[config.mk]
export PLATFORM = sky130hd
export DESIGN_NAME = media_sense_seq
export DESIGN_NICKNAME = d
export VERILOG_FILES = /design/src/rtl/media_sense_pkg.sv /design/src/rtl/mdc_clock_gen.sv /design/src/rtl/poll_timer.sv /design/src/rtl/mdio_frame_master.sv /design/src/rtl/media_sense_ctrl.sv /design/src/rtl/media_sense_seq.sv
export SDC_FILE = /design/constraint.sdc
export NUM_CORES = 1
export LEC_CHECK = 0
export BUFFER_PORTS_ARGS = -buffer_cell sky130_fd_sc_hd__buf_2
export CAP_MARGIN = 20
export CELL_PAD_IN_SITES_DETAIL_PLACEMENT = 1
export CELL_PAD_IN_SITES_GLOBAL_PLACEMENT = 2
export CORE_MARGIN = 5
export CORE_UTILIZATION = 35
export CTS_CLUSTER_SIZE = 40
export DETAILED_ROUTE_END_ITERATION = 10
export GPL_TIMING_DRIVEN = 0
export PLACE_DENSITY = 0.8
export SYNTH_ARGS = -nofsm -noshare
export SYNTH_HDL_FRONTEND = slang
export SYNTH_SLANG_ARGS = --single-unit
[constraint.sdc]
create_clock -name clk -period 2.28 [get_ports clk]
set_clock_uncertainty 0.15 [all_clocks]
set_input_delay 0.228 -clock clk [delete_from_list [all_inputs] [get_ports clk]]
set_output_delay 0.228 -clock clk [all_outputs]
set_load 0.03 [all_outputs]
[src/rtl/media_sense_pkg.sv]
package media_sense_pkg;

  localparam int          PREAMBLE_LEN = 34;
  localparam logic [4:0]  PHY_ADDR     = 5'd1;

  localparam logic [4:0]  REG_CTRL  = 5'd0;
  localparam logic [4:0]  REG_STAT  = 5'd1;
  localparam logic [4:0]  REG_ID    = 5'd3;
  localparam logic [4:0]  REG_CFG   = 5'd16;
  localparam logic [4:0]  REG_SPEC  = 5'd17;
  localparam logic [4:0]  REG_TUNEA = 5'd24;
  localparam logic [4:0]  REG_TUNEB = 5'd25;
  localparam logic [4:0]  REG_VARID = 5'd31;

  localparam logic [15:0] LINK_MASK   = 16'h0024;
  localparam logic [15:0] DUPLEX_MASK = 16'hA000;
  localparam logic [15:0] ID_MASK     = 16'hFFF0;
  localparam logic [15:0] ID_FAMILY   = 16'hB900;
  localparam logic [15:0] ID_LATE_REV = 16'hB901;
  localparam logic [15:0] VAR_SIG     = 16'h4404;
  localparam logic [15:0] CFG_SHORT   = 16'h0005;
  localparam logic [15:0] CFG_LONG    = 16'h1005;

  typedef struct packed {
    logic        wr;
    logic [4:0]  reg_addr;
    logic [15:0] wdata;
  } mdio_cmd_t;

  typedef enum logic [3:0] {
    SQ_BOOT,
    SQ_FORCE,
    SQ_POLL,
    SQ_SPEC,
    SQ_ID,
    SQ_VAR,
    SQ_CFG,
    SQ_TUNE_RD,
    SQ_TUNE_WR,
    SQ_DONE
  } seq_state_e;

endpackage

[src/rtl/mdc_clock_gen.sv]
module mdc_clock_gen #(
  parameter int HALF_CLKS = 20
) (
  input  logic clk,
  input  logic rst_n,
  input  logic run,
  output logic half_end
);
  localparam int CNT_W = $clog2(HALF_CLKS + 1);
  localparam logic [CNT_W-1:0] LAST = CNT_W'(HALF_CLKS - 1);

  logic [CNT_W-1:0] cnt;

  assign half_end = run && (cnt == LAST);

  always_ff @(posedge clk) begin
    if (!rst_n)                cnt <= '0;
    else if (!run || half_end) cnt <= '0;
    else                       cnt <= cnt + 1'b1;
  end
endmodule

[src/rtl/poll_timer.sv]
module poll_timer #(
  parameter int LIMIT = 200_000_000
) (
  input  logic clk,
  input  logic rst_n,
  input  logic clear,
  input  logic run,
  output logic expired
);
  localparam int CNT_W = $clog2(LIMIT + 1);
  localparam logic [CNT_W-1:0] END_VAL = CNT_W'(LIMIT);

  logic [CNT_W-1:0] cnt;

  assign expired = (cnt == END_VAL);

  always_ff @(posedge clk) begin
    if (!rst_n || clear)    cnt <= '0;
    else if (run && !expired) cnt <= cnt + 1'b1;
  end
endmodule

[src/rtl/mdio_frame_master.sv]
module mdio_frame_master
  import media_sense_pkg::*;
#(
  parameter int HALF_CLKS = 20
) (
  input  logic        clk,
  input  logic        rst_n,
  input  logic        cmd_valid,
  output logic        cmd_ready,
  input  mdio_cmd_t   cmd,
  output logic        resp_valid,
  output logic [15:0] resp_data,
  input  logic        mdio_i,
  output logic        mdc,
  output logic        mdio_o,
  output logic        mdio_oe
);
  localparam int HDR_SLOTS = PREAMBLE_LEN + 14;
  localparam int RD_SLOTS  = HDR_SLOTS + 17;
  localparam int WR_SLOTS  = HDR_SLOTS + 18;
  localparam int IDX_W     = $clog2(WR_SLOTS + 1);

  logic                busy;
  logic                phase;
  logic                is_wr;
  logic [WR_SLOTS-1:0] frame_q;
  logic [IDX_W-1:0]    idx;
  logic [15:0]         rd_sh;
  logic                half_end;
  logic                last_slot;

  mdc_clock_gen #(.HALF_CLKS(HALF_CLKS)) u_div (
    .clk      (clk),
    .rst_n    (rst_n),
    .run      (busy),
    .half_end (half_end)
  );

  assign last_slot = (idx == (is_wr ? IDX_W'(WR_SLOTS - 1) : IDX_W'(RD_SLOTS - 1)));
  assign cmd_ready = !busy;
  assign resp_data = rd_sh;
  assign mdc       = busy && phase;
  assign mdio_oe   = busy && (is_wr || (idx < IDX_W'(HDR_SLOTS)));
  assign mdio_o    = mdio_oe && frame_q[WR_SLOTS-1];

  always_ff @(posedge clk) begin
    if (!rst_n) begin
      busy       <= 1'b0;
      phase      <= 1'b0;
      is_wr      <= 1'b0;
      frame_q    <= '0;
      idx        <= '0;
      rd_sh      <= '0;
      resp_valid <= 1'b0;
    end else begin
      resp_valid <= 1'b0;
      if (cmd_valid && cmd_ready) begin
        busy    <= 1'b1;
        phase   <= 1'b0;
        idx     <= '0;
        is_wr   <= cmd.wr;
        frame_q <= {{PREAMBLE_LEN{1'b1}}, 2'b01, (cmd.wr ? 2'b01 : 2'b10),
                    PHY_ADDR, cmd.reg_addr, 2'b10, cmd.wdata};
      end else if (busy && half_end) begin
        if (!phase) begin
          phase <= 1'b1;
          if (!is_wr && (idx > IDX_W'(HDR_SLOTS)))
            rd_sh <= {rd_sh[14:0], mdio_i};
        end else begin
          phase <= 1'b0;
          if (last_slot) begin
            busy       <= 1'b0;
            resp_valid <= 1'b1;
          end else begin
            idx     <= idx + 1'b1;
            frame_q <= {frame_q[WR_SLOTS-2:0], 1'b0};
          end
        end
      end
    end
  end
endmodule

[src/rtl/media_sense_ctrl.sv]
module media_sense_ctrl
  import media_sense_pkg::*;
(
  input  logic        clk,
  input  logic        rst_n,
  input  logic        fixed_10m,
  output logic        cmd_valid,
  input  logic        cmd_ready,
  output mdio_cmd_t   cmd,
  input  logic        resp_valid,
  input  logic [15:0] resp_data,
  input  logic        tmo_expired,
  output logic        tmo_clear,
  output logic        tmo_run,
  output logic        store_fwd,
  output logic        full_duplex,
  output logic        alt_path,
  output logic        done
);
  seq_state_e  state;
  logic        pend;
  logic        var_hit;
  logic [15:0] id_q;
  logic [15:0] cfg_val;
  logic [15:0] tune_val;

  assign tmo_clear = (state == SQ_BOOT);
  assign tmo_run   = (state == SQ_POLL);
  assign cmd_valid = !pend && (state != SQ_BOOT) && (state != SQ_DONE);

  always_comb begin
    cmd = '0;
    case (state)
      SQ_FORCE:   begin cmd.wr = 1'b1; cmd.reg_addr = REG_CTRL; cmd.wdata = 16'h0000; end
      SQ_POLL:    cmd.reg_addr = REG_STAT;
      SQ_SPEC:    cmd.reg_addr = REG_SPEC;
      SQ_ID:      cmd.reg_addr = REG_ID;
      SQ_VAR:     cmd.reg_addr = REG_VARID;
      SQ_CFG:     begin cmd.wr = 1'b1; cmd.reg_addr = REG_CFG; cmd.wdata = cfg_val; end
      SQ_TUNE_RD: cmd.reg_addr = var_hit ? REG_TUNEA : REG_TUNEB;
      SQ_TUNE_WR: begin cmd.wr = 1'b1; cmd.reg_addr = REG_TUNEB; cmd.wdata = tune_val; end
      default:    cmd = '0;
    endcase
  end

  always_ff @(posedge clk) begin
    if (!rst_n) begin
      state       <= SQ_BOOT;
      pend        <= 1'b0;
      var_hit     <= 1'b0;
      id_q        <= '0;
      cfg_val     <= '0;
      tune_val    <= '0;
      store_fwd   <= 1'b0;
      full_duplex <= 1'b0;
      alt_path    <= 1'b0;
      done        <= 1'b0;
    end else begin
      if (cmd_valid && cmd_ready) pend <= 1'b1;
      case (state)
        SQ_BOOT: begin
          store_fwd <= 1'b1;
          state     <= fixed_10m ? SQ_FORCE : SQ_POLL;
        end
        SQ_DONE: done <= 1'b1;
        default: begin
          if (resp_valid) begin
            pend <= 1'b0;
            case (state)
              SQ_FORCE: state <= SQ_DONE;
              SQ_POLL: begin
                if ((resp_data & LINK_MASK) == LINK_MASK) begin
                  state <= SQ_SPEC;
                end else if (tmo_expired) begin
                  alt_path <= 1'b1;
                  state    <= SQ_ID;
                end
              end
              SQ_SPEC: begin
                full_duplex <= |(resp_data & DUPLEX_MASK);
                state       <= SQ_DONE;
              end
              SQ_ID: begin
                id_q  <= resp_data;
                state <= ((resp_data & ID_MASK) == ID_FAMILY) ? SQ_VAR : SQ_DONE;
              end
              SQ_VAR: begin
                var_hit <= (resp_data == VAR_SIG);
                cfg_val <= ((resp_data == VAR_SIG) && (id_q != ID_LATE_REV)) ? CFG_LONG : CFG_SHORT;
                state   <= SQ_CFG;
              end
              SQ_CFG: state <= SQ_TUNE_RD;
              SQ_TUNE_RD: begin
                tune_val <= var_hit ? (((resp_data + 16'd3) & 16'h00FF) | 16'hF000)
                                    : ((resp_data & 16'hFF00) + 16'd2);
                state    <= SQ_TUNE_WR;
              end
              SQ_TUNE_WR: state <= SQ_DONE;
              default:    state <= SQ_DONE;
            endcase
          end
        end
      endcase
    end
  end
endmodule

[src/rtl/media_sense_seq.sv]
module media_sense_seq
  import media_sense_pkg::*;
#(
  parameter int HALF_CLKS = 20,
  parameter int POLL_CLKS = 200_000_000
) (
  input  logic clk,
  input  logic rst_n,
  input  logic fixed_10m,
  input  logic mdio_i,
  output logic mdc,
  output logic mdio_o,
  output logic mdio_oe,
  output logic store_fwd,
  output logic full_duplex,
  output logic alt_path,
  output logic done
);
  mdio_cmd_t   cmd;
  logic        cmd_valid;
  logic        cmd_ready;
  logic        resp_valid;
  logic [15:0] resp_data;
  logic        tmo_expired;
  logic        tmo_clear;
  logic        tmo_run;

  poll_timer #(.LIMIT(POLL_CLKS)) u_timer (
    .clk     (clk),
    .rst_n   (rst_n),
    .clear   (tmo_clear),
    .run     (tmo_run),
    .expired (tmo_expired)
  );

  mdio_frame_master #(.HALF_CLKS(HALF_CLKS)) u_mdio (
    .clk        (clk),
    .rst_n      (rst_n),
    .cmd_valid  (cmd_valid),
    .cmd_ready  (cmd_ready),
    .cmd        (cmd),
    .resp_valid (resp_valid),
    .resp_data  (resp_data),
    .mdio_i     (mdio_i),
    .mdc        (mdc),
    .mdio_o     (mdio_o),
    .mdio_oe    (mdio_oe)
  );

  media_sense_ctrl u_ctrl (
    .clk         (clk),
    .rst_n       (rst_n),
    .fixed_10m   (fixed_10m),
    .cmd_valid   (cmd_valid),
    .cmd_ready   (cmd_ready),
    .cmd         (cmd),
    .resp_valid  (resp_valid),
    .resp_data   (resp_data),
    .tmo_expired (tmo_expired),
    .tmo_clear   (tmo_clear),
    .tmo_run     (tmo_run),
    .store_fwd   (store_fwd),
    .full_duplex (full_duplex),
    .alt_path    (alt_path),
    .done        (done)
  );
endmodule

After elaboration in Yosys (flattened, before gate mapping). Index checks and enable logic that the tools add are counted. Widths: inputs -> output; s select.

Add/sub/neg operators: 5. Muxes and demuxes: 28. $lt $le $gt $ge: 2. Reductions and logical operators: 41. Bitwise gates (word level): 8. Equality and inequality tests: 19.

Operators by type and width (count): $mux 66 (4); $pmux 5 s7 (1); $pmux 16 s2 (1); $add 28x1->28 const B (1); $eq 28x28->1 const B (1); $reduce_and 3->1 (8); $pmux 4 s5 (1); $add 16x2->16 const B (1); $eq 16x15->1 const B (1); $eq 4x3->1 const B (4); $mux 16 (1); $mux 4 (4); $ne 16x16->1 const B (1); $mux 13 (1); $eq 12x12->1 const B (1); $mux 1 (12); $logic_and 1x1->1 (11); $add 8x2->8 const B (1); $eq 4x2->1 const B (2); $eq 4x4->1 const B (2); $not 1->1 (8); $pmux 4 s2 (1); $reduce_bool 2->1 (4); $reduce_or 2->1 (4); 20 further kinds (27).

Bits of input ports: 4. Output and inout bits: 7. Word-level logic and storage cells: 123. Flip-flop bits (word level): 184.

Logic depth before layout (Yosys ltp). Gate-level depths: netlist (run 1).

Word-level depth: 7. Mapped depth: 8. Gate-level depth less buffers: 7.

Cells and area by module. A second synthesis (run 1) with hierarchy kept.

Cell total of the unflattened synthesis: 825. Area, all modules: 7656.1 sq um.

By module, submodules not included: mdio_frame_master (cells an instance 334, sequential area each 1861.8 sq um, area an instance 3606.0 sq um, instances 1); media_sense_ctrl (cells an instance 281, sequential area each 880.8 sq um, area an instance 2282.2 sq um, instances 1); poll_timer (cells an instance 190, sequential area each 560.5 sq um, area an instance 1556.5 sq um, instances 1); mdc_clock_gen (cells an instance 20, sequential area each 100.1 sq um, area an instance 211.5 sq um, instances 1).

Worst setup path after synthesis (run 1). No wires, ideal clock.

Path type: register to register. From: reg u_timer.cnt[1]. To: reg u_timer.cnt[22]. Slack: -123 ps. Cell stages (with the launch flop): 8. Required time: 2071 ps. Data arrival time: 2194 ps. Period minus slack after synthesis: 2403 ps. Library setup time: 59 ps. Path buffers: 1. Path through: dfxtp_1 -> ha_1 -> nand4_2 -> or4_1 -> buf_2 -> or3b_1 -> or4_1 -> nand2_1.

Longest elaborated chain between the ends: 3.

Ends and longest elaborated chain: start: declaration (RTL line poll_timer.sv:13) `logic [CNT_W-1:0] cnt;`; start signal: assignment (RTL line poll_timer.sv:19) `else if (run && !expired) cnt <= cnt + 1'b1;`; parallel branches: the longest is 3 deep, another holds $add 28x1->28.

Several ways; the timed one is not identified. A chain may end at the register's enable or synchronous reset.

Worst setup path after layout (run 1). Same ends and word-level chain as after synthesis.

==> flow_summary.ini, run 1 <==
[min_path]
hold_start = fixed_10m
min_path_type = input pin to register
whs_endpoint = u_ctrl.state[1]
hold_depth = 6

[worst_setup_path]
endpoint_kind = register
reg2reg_to = u_timer.cnt[22]
startpoint_type = register
worstSetupPathType = register to register
reg2reg_depth = 6
critical_path_arrival_ns = 2.51
crit_slowest_cell = or4_4
path_max_fanout = 5
cpPeakStageDelay_ns = 0.58
r2r_start = u_timer.cnt[1]
path_cells = ha_4 > nand4_4 > or4_4 > or3b_4 > or4_1 > nand2_1
startpoint = u_timer.cnt[1]
required_ns = 2.50
rrSetupSlack_ns = -0.01

[timing]
worst_slack_ns = -0.0115
rsz0062_at_grt = true
period_share_pct = 101
fin_crit_ns = 2.29
fmax_ghz = 0.436
timing.hold.ws_ns = 0.164
tightest_slew_ns = 0.710
finalHoldViolCount = 0
slew_viol_final = 0
finalSetupViolCount = 1
slew_headroom_pct = 52.7

[synth]
synth_edf_count = 0
synthAdderAreaFrac_pct = 1.20
synthSimpleGateAreaFrac_pct = 28.6
avgSynthCellArea_sq_um = 8.46
async_flop_share_pct = 0
ys_types = 63
synthesis.instances = 860
synth_flop_cell = dfxtp_1
mappedNetlistArea_sq_um = 7270
synthXorXnorAreaFrac_pct = 3.61
synth-seq-cells = 170
yosysSeqAreaShare_pct = 46.8
yosysWarnings = 0
muxShareOfSynthArea_pct = 5.23
synth_top_family_by_area = simple AND/OR/NAND/NOR gates
syn_nets = 871
synth_compound_area_share_pct = 10.5

[place]
place_ws_ns = -0.743
portBuffers = 9
post_dp_cell_area_sq_um = 7690
routabilityCongestion = 0.745
dp_hpwl_um = 13600

[clocking]
cts_tree = done
path_clk_slew_ns = 0.07
htree_num_levels = 4
worstSkewPairLatency_ns = 0.43
cts_buffer_depth = 2
numCtsBuffers = 17
clock-root-buffer = clkbuf_16
clock_sinks = 170

[floorplan]
die_w_um = 154
start_util_pct = 35.7
dieArea_sq_um = 23800
pin_count = 11
die_h_um = 154
core_sq_um = 20400
fp-row-count = 52

[run_status]
violations = negative setup slack
outcome = finished with violations

[drt]
avgRoutedWirePerCell_um = 16.8
initialDrtViolationCount = 266
routed_wl_um = 19800
detail_route.drc_violations = 0
via_per_inst = 5.28
ant_nets = 0
first_pass_iters = 5
via_count = 6218

[final_layout]
antenna_cells = 0
fin_area_sq_um = 8610
fin_util_pct = 42.3
nFillCells = 2390
nNetsFinal = 906
area_growth_syn_to_layout_pct = 18.4
drive_gt1_share_pct = 14.2

[pwr]
leakagePower_uw = 0.00311
ir_worst_vdd_mv = 0.488
p_per_area_nw_per_um2 = 976

[grt]
track_usage_pct = 17.1
grt_pass1_wl_um = 33600
first_global_vias = 6437
grt_max_degree = 17
top_usage_layer = met2
met2_usage_pct = 27.5
grt_overflow_total = 0
globalRouteMet1Util_pct = 23.9
grt_antenna_before_repair = 0
met3_usage_pct = 3.06

[flow_run]
cap_viol_max_count = 0
logic make-up (layout without fill, tap and decap cells):
group,Yosys count,after routing
AND/OR/NAND/NOR,414,414
flip-flops,170,170
AO/OA/AOI/OAI,124,124
buffers and inverters,77,125
multiplexers,38,38
XOR/XNOR,30,30
adder cells (fa/ha/maj),7,7
Yosys cell counts (6+ instances only):
cell type    n  area [sq um]
clkbuf_1    53           199
mux2i_1     38           380
a22oi_1     13          97.6
or4_1        8          60.1
a21oi_1     52           260
ha_1         7          87.6
nor2_1     121           454
nor4_1      15          93.8
or3_1        8          50.1
o21ai_0     23           115
dfxtp_1    170          3400
nand3_1     50           250
xnor2_1     23           201
and2_1       6          37.5
nor3_1      94           470
nand2_1     53           199
xor2_1       7          61.3
inv_1       14          52.6
nand4_1     13          81.3
nand2b_1     8          50.1
timing repair:
item	in CTS	in global routing
resized for setup	50	52
pin swaps	3	6
endpoints found under the hold margin	1	0
endpoints found under the setup margin	135	114
hold buffers	1	0
buffers inserted	7	7
worst max-delay path: cells and delay by family (launching register included):
kind / cells / cell delay (ns)
fa+ha+maj: 1 / 0.15
flops: 1 / 0.37
simple gates: 5 / 1.57
metal layers:
layer  share of wire, %  vias to the layer above  wire [um]
met3                1.5                       17        303
met4                1.1                        0        227
met5                  0                        -          0
met2                 46                       29       9210
met1                 51                     3066      10100
li1                   -                     3106          -
through the flow:
stage	std cells	total power, uW	TNS [ns]
2_1_floorplan	860	4940	0
3_3_place_gp	1139	5430	-58.38
3_5_place_dp	1139	5480	-61.96
4_1_cts	1174	8440	-0.0576
5_1_grt	1178	8910	-0.464
6_report	1178	8400	-0.0115
where the power goes:
part,total (uW),internal [uW],switching [uW]
clock,2810,1600,1220
sequential,3680,3400,284
combinational,1910,690,1220
total,8400,5680,2720
how the worst max path moves through the flow:
stage | endpoint | cells after the start
2_1_floorplan | u_timer.cnt[22] | 6
3_3_place_gp | u_mdio.frame_q[13] | 8
3_5_place_dp | u_mdio.frame_q[4] | 8
4_1_cts | u_timer.cnt[22] | 7
5_1_grt | u_timer.cnt[22] | 6
6_report | u_timer.cnt[22] | 6
flip-flops by register name (all words and copies together) (netlist names), 2 cells and up:
name,count
u_ctrl.cfg_val,2
u_ctrl.id_q,16
u_ctrl.state,4
u_ctrl.tune_val,16
u_mdio.frame_q,66
u_mdio.idx,7
u_mdio.resp_data,16
u_mdio.u_div.cnt,5
u_timer.cnt,28
cells in the final DEF (no fill, tap or decap), types with 5 or more instances in the layout:
master     count
nor4_1        11
nor2_1       120
clkbuf_16     17
a22oi_1       13
nand2_1       52
nand3_1       49
dfxtp_2        8
mux2i_1       38
buf_2         10
xor2_1         6
o21ai_0       23
dfxtp_1      160
inv_1         14
or3_1          8
nand2b_1       6
clkbuf_1      26
a21oi_1       52
or4_1          6
and2_1         6
nand4_1       13
buf_4         19
nor3_1        92
xnor2_1       23
clkbuf_2      17
ha_1           5
final cells by class:
cell class	count	area (sq um)	share of cell area [%]
timing repair buffer	24	160	1.86
tap	270	338	3.92
multi-input combinational	613	3770	43.8
sequential	170	3420	39.7
inverter	14	52.6	0.610
clock inverter	9	88.8	1.03
buffer	55	307	3.56
clock buffer	23	478	5.55
Note: power is estimated with default switching activity, not from simulation.
==> run 2, diff against run 1 <==
--- a/config.mk
+++ b/config.mk
@@ -14,7 +14,7 @@
 export CTS_CLUSTER_SIZE = 40
 export DETAILED_ROUTE_END_ITERATION = 10
 export GPL_TIMING_DRIVEN = 0
-export PLACE_DENSITY = 0.8
+export PLACE_DENSITY = 0.73
 export SYNTH_ARGS = -nofsm -noshare
 export SYNTH_HDL_FRONTEND = slang
 export SYNTH_SLANG_ARGS = --single-unit
==> run 2 against run 1 <==
Compared with the run above:
- the run now ends clean
- highest routed layer unchanged
- sequential share of layout area is essentially flat
- core utilization grew 0.098 points
- die area is the same
- maximum frequency grew 1.2%
- largest power group unchanged
- clock power grew 8.9%
- global-route usage grew 0.84 points
- total power grew 3.8%
- register-to-register slack gained 0.03 ns
- routed wire length grew 5.0%
- design area grew 0.23%
- critical path depth shrank 1
==> flow_summary.ini, run 2 (synthesized netlist as in run 1, its figures left out) <==
[timing]
slew_headroom_pct = 50.7
tightest_slew_ns = 0.739
rsz0062_at_grt = true
fmax_ghz = 0.442
timing.hold.ws_ns = 0.227
finalHoldViolCount = 0
slew_viol_final = 0
fin_crit_ns = 2.26
tns_ns = 0
finalSetupViolCount = 0
period_share_pct = 99.3

[grt]
track_usage_pct = 18.0
grt_pass1_wl_um = 34700
grt_antenna_before_repair = 0
grt_max_degree = 17
grt_overflow_total = 0
first_global_vias = 6728

[final_layout]
largest-register = u_mdio.frame_q
drive_gt1_share_pct = 14.1
reg_top3 = u_mdio.frame_q x66, u_timer.cnt x28
stdcell_count = 1177
largest_reg_flops = 66
nNetsFinal = 905
mostFrequentLayoutCells = dfxtp_1 (160), nor2_1 (120), nor3_1 (92)
area_growth_syn_to_layout_pct = 18.7
nFillCells = 2426
final_common_cell = dfxtp_1
fin_util_pct = 42.4
antenna_cells = 0

[worst_setup_path]
path_cells = nand4_4 > or4_4 > or3b_4 > or4_1 > nand2_1
required_ns = 2.51
startpoint_type = register
critPathBufInv = 0
path_max_fanout = 8
endpoint_kind = register
critical_path_arrival_ns = 2.49
critPathTopFamily = simple AND/OR/NAND/NOR gates
worstSetupPathType = register to register
crit_slowest_cell = or4_4
cpPeakStageDelay_ns = 0.51
rrSetupSlack_ns = 0.02

[clocking]
htree_num_levels = 4
path_clk_slew_ns = 0.07
clock-root-buffer = clkbuf_16
cts_tree = done
numCtsBuffers = 17
clock_sinks = 170
cts_buffer_depth = 2
worstSkewPairLatency_ns = 0.43

[min_path]
min_path_type = input pin to register

[floorplan]
core_sq_um = 20400
dieArea_sq_um = 23800
die_h_um = 154
start_util_pct = 35.7
die_w_um = 154
pin_count = 11
fp-row-count = 52

[drt]
via_count = 6332
via_per_inst = 5.38
avgRoutedWirePerCell_um = 17.7
routed_wl_um = 20800
initialDrtViolationCount = 384
ant_nets = 0
first_pass_iters = 4
detail_route.drc_violations = 0

[place]
portBuffers = 9
dp_hpwl_um = 14700
dp_cells = 1139
routabilityCongestion = 0.805

[run_status]
outcome = finished, final reports clean

[pwr]
ir_worst_vdd_mv = 0.478
p_per_area_nw_per_um2 = 1010
leakagePower_uw = 0.00313
total_power_uw = 8720

[flow_run]
cap_viol_max_count = 0
## run 2: cell types whose count changed in the layout (fill, tap and decap cells not counted), sizes merged
cell,previous run,this run
bufinv,1,3
inv,15,17
clkinvlp,3,0
clkinv,4,7
clkbuf,68,57
buf,33,39
## run 2: stage by stage
stage / area, sq um / setup slack [ns]
finish: 8630 / 0.0165
global route: 8630 / -0.0478
CTS: 8520 / 0.000940
detailed placement: 7690 / -0.700
global placement: 7690 / -0.727
floorplan: 7310 / 0.0344
## run 2: where the power goes
| group | switching [uW] | leakage (uW) | total, uW | internal, uW |
|---|---|---|---|---|
| logic | 1280 | 0.00144 | 1990 | 708 |
| clock network | 1260 | 0.000309 | 3060 | 1790 |
| registers | 283 | 0.00139 | 3670 | 3390 |
| total | 2820 | 0.00313 | 8720 | 5900 |
## run 2: path summary, 6_finish.rpt
check | startpoint | to | depth (start not counted)
setup / recovery | u_timer.cnt[4] | u_timer.cnt[22] | 5
hold reg to reg | u_mdio.frame_q[15] | u_mdio.frame_q[16] | 2
hold / removal | fixed_10m | u_ctrl.state[1] | 6
setup reg to reg | u_timer.cnt[4] | u_timer.cnt[22] | 5
## run 2: layout make-up
class / instances / area, sq um / share of cell area (%)
buffer: 54 / 282 / 3.26
clock buffer: 19 / 453 / 5.25
inverter: 14 / 52.6 / 0.609
clock inverter: 13 / 165 / 1.91
tap: 270 / 338 / 3.91
sequential: 170 / 3430 / 39.7
multi-input combinational: 613 / 3760 / 43.5
timing repair buffer: 24 / 160 / 1.86
## run 2: worst register-to-register path: cells and delay by family (launching register included)
family	cells	cell delay [ns]
flip-flops	1	0.50
AND/OR/NAND/NOR	5	1.57
## run 2: what timing repair did
action,in CTS,in global routing
hold buffers,1,0
pin swaps,2,5
endpoints found under the setup margin,143,105
setup buffers,11,3
resized for setup,54,42
gates cloned,0,0
hold endpoints to repair,1,0
## run 2: per-layer routing
layer | GRT usage (%) | up-vias | share of wire [%]
met3 | 3.43 | 20 | 3.1
met4 | 4.75 | 0 | 1.2
met2 | 31.0 | 59 | 50
met5 | 0 | - | 0
li1 | - | 3116 | -
met1 | 23.1 | 3137 | 46
==> run 3, diff against run 2 <==
--- a/config.mk
+++ b/config.mk
@@ -5,7 +5,6 @@
 export SDC_FILE = /design/constraint.sdc
 export NUM_CORES = 1
 export LEC_CHECK = 0
-export BUFFER_PORTS_ARGS = -buffer_cell sky130_fd_sc_hd__buf_2
 export CAP_MARGIN = 20
 export CELL_PAD_IN_SITES_DETAIL_PLACEMENT = 1
 export CELL_PAD_IN_SITES_GLOBAL_PLACEMENT = 2
@@ -13,8 +12,11 @@
 export CORE_UTILIZATION = 35
 export CTS_CLUSTER_SIZE = 40
 export DETAILED_ROUTE_END_ITERATION = 10
+export DONT_BUFFER_PORTS = 1
+export GPL_ROUTABILITY_DRIVEN = 0
 export GPL_TIMING_DRIVEN = 0
-export PLACE_DENSITY = 0.73
+export PLACE_DENSITY = 0.72
+export SETUP_SLACK_MARGIN = 0.4
 export SYNTH_ARGS = -nofsm -noshare
 export SYNTH_HDL_FRONTEND = slang
 export SYNTH_SLANG_ARGS = --single-unit
==> run 3 against run 2 <==
Compared with the run above:
- total power grew 16%
- largest cell class unchanged
- first-iteration DRC count is 29% lower
- clock power is essentially flat
- maximum frequency is 0.21% higher
- clock-buffer cell count decreased by 1
- cell count rose by 5.9%
- sequential power rose by 6.3%
==> flow_summary.ini, run 3 (synthesized netlist as in run 1, its figures left out) <==
[floorplan]
fp-row-count = 52
pin_count = 11
core_sq_um = 20400
die_h_um = 154
die_w_um = 154
dieArea_sq_um = 23800
start_util_pct = 35.7

[clocking]
cts_tree = done
numCtsBuffers = 17
clock-root-buffer = clkbuf_16
path_clk_slew_ns = 0.07
htree_num_levels = 4
clock_sinks = 170
cts_buffer_depth = 2
worstSkewPairLatency_ns = 0.43

[grt]
first_global_vias = 7086
grt_antenna_before_repair = 0
globalRouteMet1Util_pct = 24.9
met2_usage_pct = 32.9
grt_pass1_wl_um = 37400
top_usage_layer = met2
track_usage_pct = 19.3
grt_max_degree = 17
grt_overflow_total = 0
met3_usage_pct = 3.29

[pwr]
combPwrFrac_pct = 30.9
seqPwrFrac_pct = 38.6
p_sw_uw = 3640
p_sw_share_pct = 35.9
leakagePower_uw = 0.00415
p_per_area_nw_per_um2 = 894
clkPwrFrac_pct = 30.5
ir_worst_vdd_mv = 0.580
p_int_uw = 6490

[final_layout]
stdcell_count = 1247
drive_gt1_share_pct = 43.3
largest-register = u_mdio.frame_q
antenna_cells = 0
nNetsFinal = 975
reg_top3 = u_mdio.frame_q x66, u_timer.cnt x28
final_common_cell = dfxtp_1
fin_area_sq_um = 11300
mostFrequentLayoutCells = dfxtp_1 (143), nor2_1 (82), nor3_1 (42)
area_growth_syn_to_layout_pct = 55.7
largest_reg_flops = 66
fin_util_pct = 55.6

[drt]
routed_wl_um = 25000
via_per_inst = 5.47
first_pass_iters = 5
via_count = 6827
avgRoutedWirePerCell_um = 20.0
ant_nets = 0
detail_route.drc_violations = 0
initialDrtViolationCount = 274

[worst_setup_path]
startpoint_type = register
endpoint_kind = register
path_max_fanout = 3
r2r_start = u_timer.cnt[7]
required_ns = 2.50
worstSetupPathType = register to register
startpoint = u_timer.cnt[7]
critical_path_arrival_ns = 2.48

[timing]
fin_crit_ns = 2.26
tightest_slew_ns = 0.944
slew_headroom_pct = 36.5
fmax_ghz = 0.443
tns_ns = 0
finalHoldViolCount = 0
rsz0062_at_grt = true
period_share_pct = 99.1
finalSetupViolCount = 0
slew_viol_final = 0

[min_path]
hold_start = fixed_10m
min_path_type = input pin to register

[place]
dp_hpwl_um = 14600
dp_cells = 1130
post_dp_cell_area_sq_um = 7860
portBuffers = 0

[flow_run]
cap_viol_max_count = 0

[run_status]
outcome = finished, final reports clean
## run 3: final timing paths
path / depth (start not counted) / to / slack [ns]
worst max-delay path: 6 / u_timer.cnt[22] / 0.02
worst max register to register: 6 / u_timer.cnt[22] / 0.02
worst min-delay path: 5 / u_ctrl.state[1] / 0.03
worst min register to register: 2 / u_ctrl.tune_val[5] / 0.31
## run 3: final cells by class
type                       count  area (sq um)
clock buffer                  18           439
fill                        2177          9040
inverter                      14          60.1
multi-input combinational    613          5120
sequential                   170          3470
timing repair buffer          85          1040
buffer                        63           679
clock inverter                14           178
tap                          270           338
## run 3: power groups by stage
| stage | sequential [uW] | combinational (uW) | clock, uW |
|---|---|---|---|
| after floorplan | 3650 | 1340 | 0 |
| after global routing | 3950 | 3380 | 3280 |
| final | 3900 | 3130 | 3090 |
| after detailed placement | 3730 | 1800 | 0 |
| after CTS | 3780 | 2110 | 3150 |
| after global placement | 3710 | 1740 | 0 |
## run 3: repair_timing
action | CTS | global route
gates resized for setup | 202 | 301
pin swaps | 43 | 94
hold endpoints to repair | 1 | 0
setup endpoints to repair | 161 | 160
hold buffers | 1 | 0
gates cloned | 12 | 3
buffers inserted | 37 | 32
## run 3: critical path, cell delays in order (launching register included)
cell     delay [ns]
dfxtp_4        0.35
nand4_1        0.15
or4_4          0.57
buf_6          0.13
or3b_4         0.36
or4_1          0.40
nand2_1        0.07
## run 3: stage by stage
| stage | worst slack, ns | power [uW] | hold WS [ns] |
|---|---|---|---|
| detailed placement | -0.248 | 5530 | 0.243 |
| CTS | 0.0498 | 9050 | 0.0427 |
| floorplan | 0.0950 | 4990 | 0.225 |
| global route | -0.0351 | 10600 | 0.100 |
| global placement | -0.200 | 5450 | 0.231 |
| finish | 0.0213 | 10100 | 0.0326 |
## run 3: routing by layer
layer | up-vias | wire length (um) | share of wire [%]
met5 | - | 0 | 0
met4 | 0 | 394 | 1.6
met3 | 27 | 609 | 2.4
met2 | 69 | 12800 | 51
met1 | 3462 | 11200 | 45
li1 | 3269 | - | -
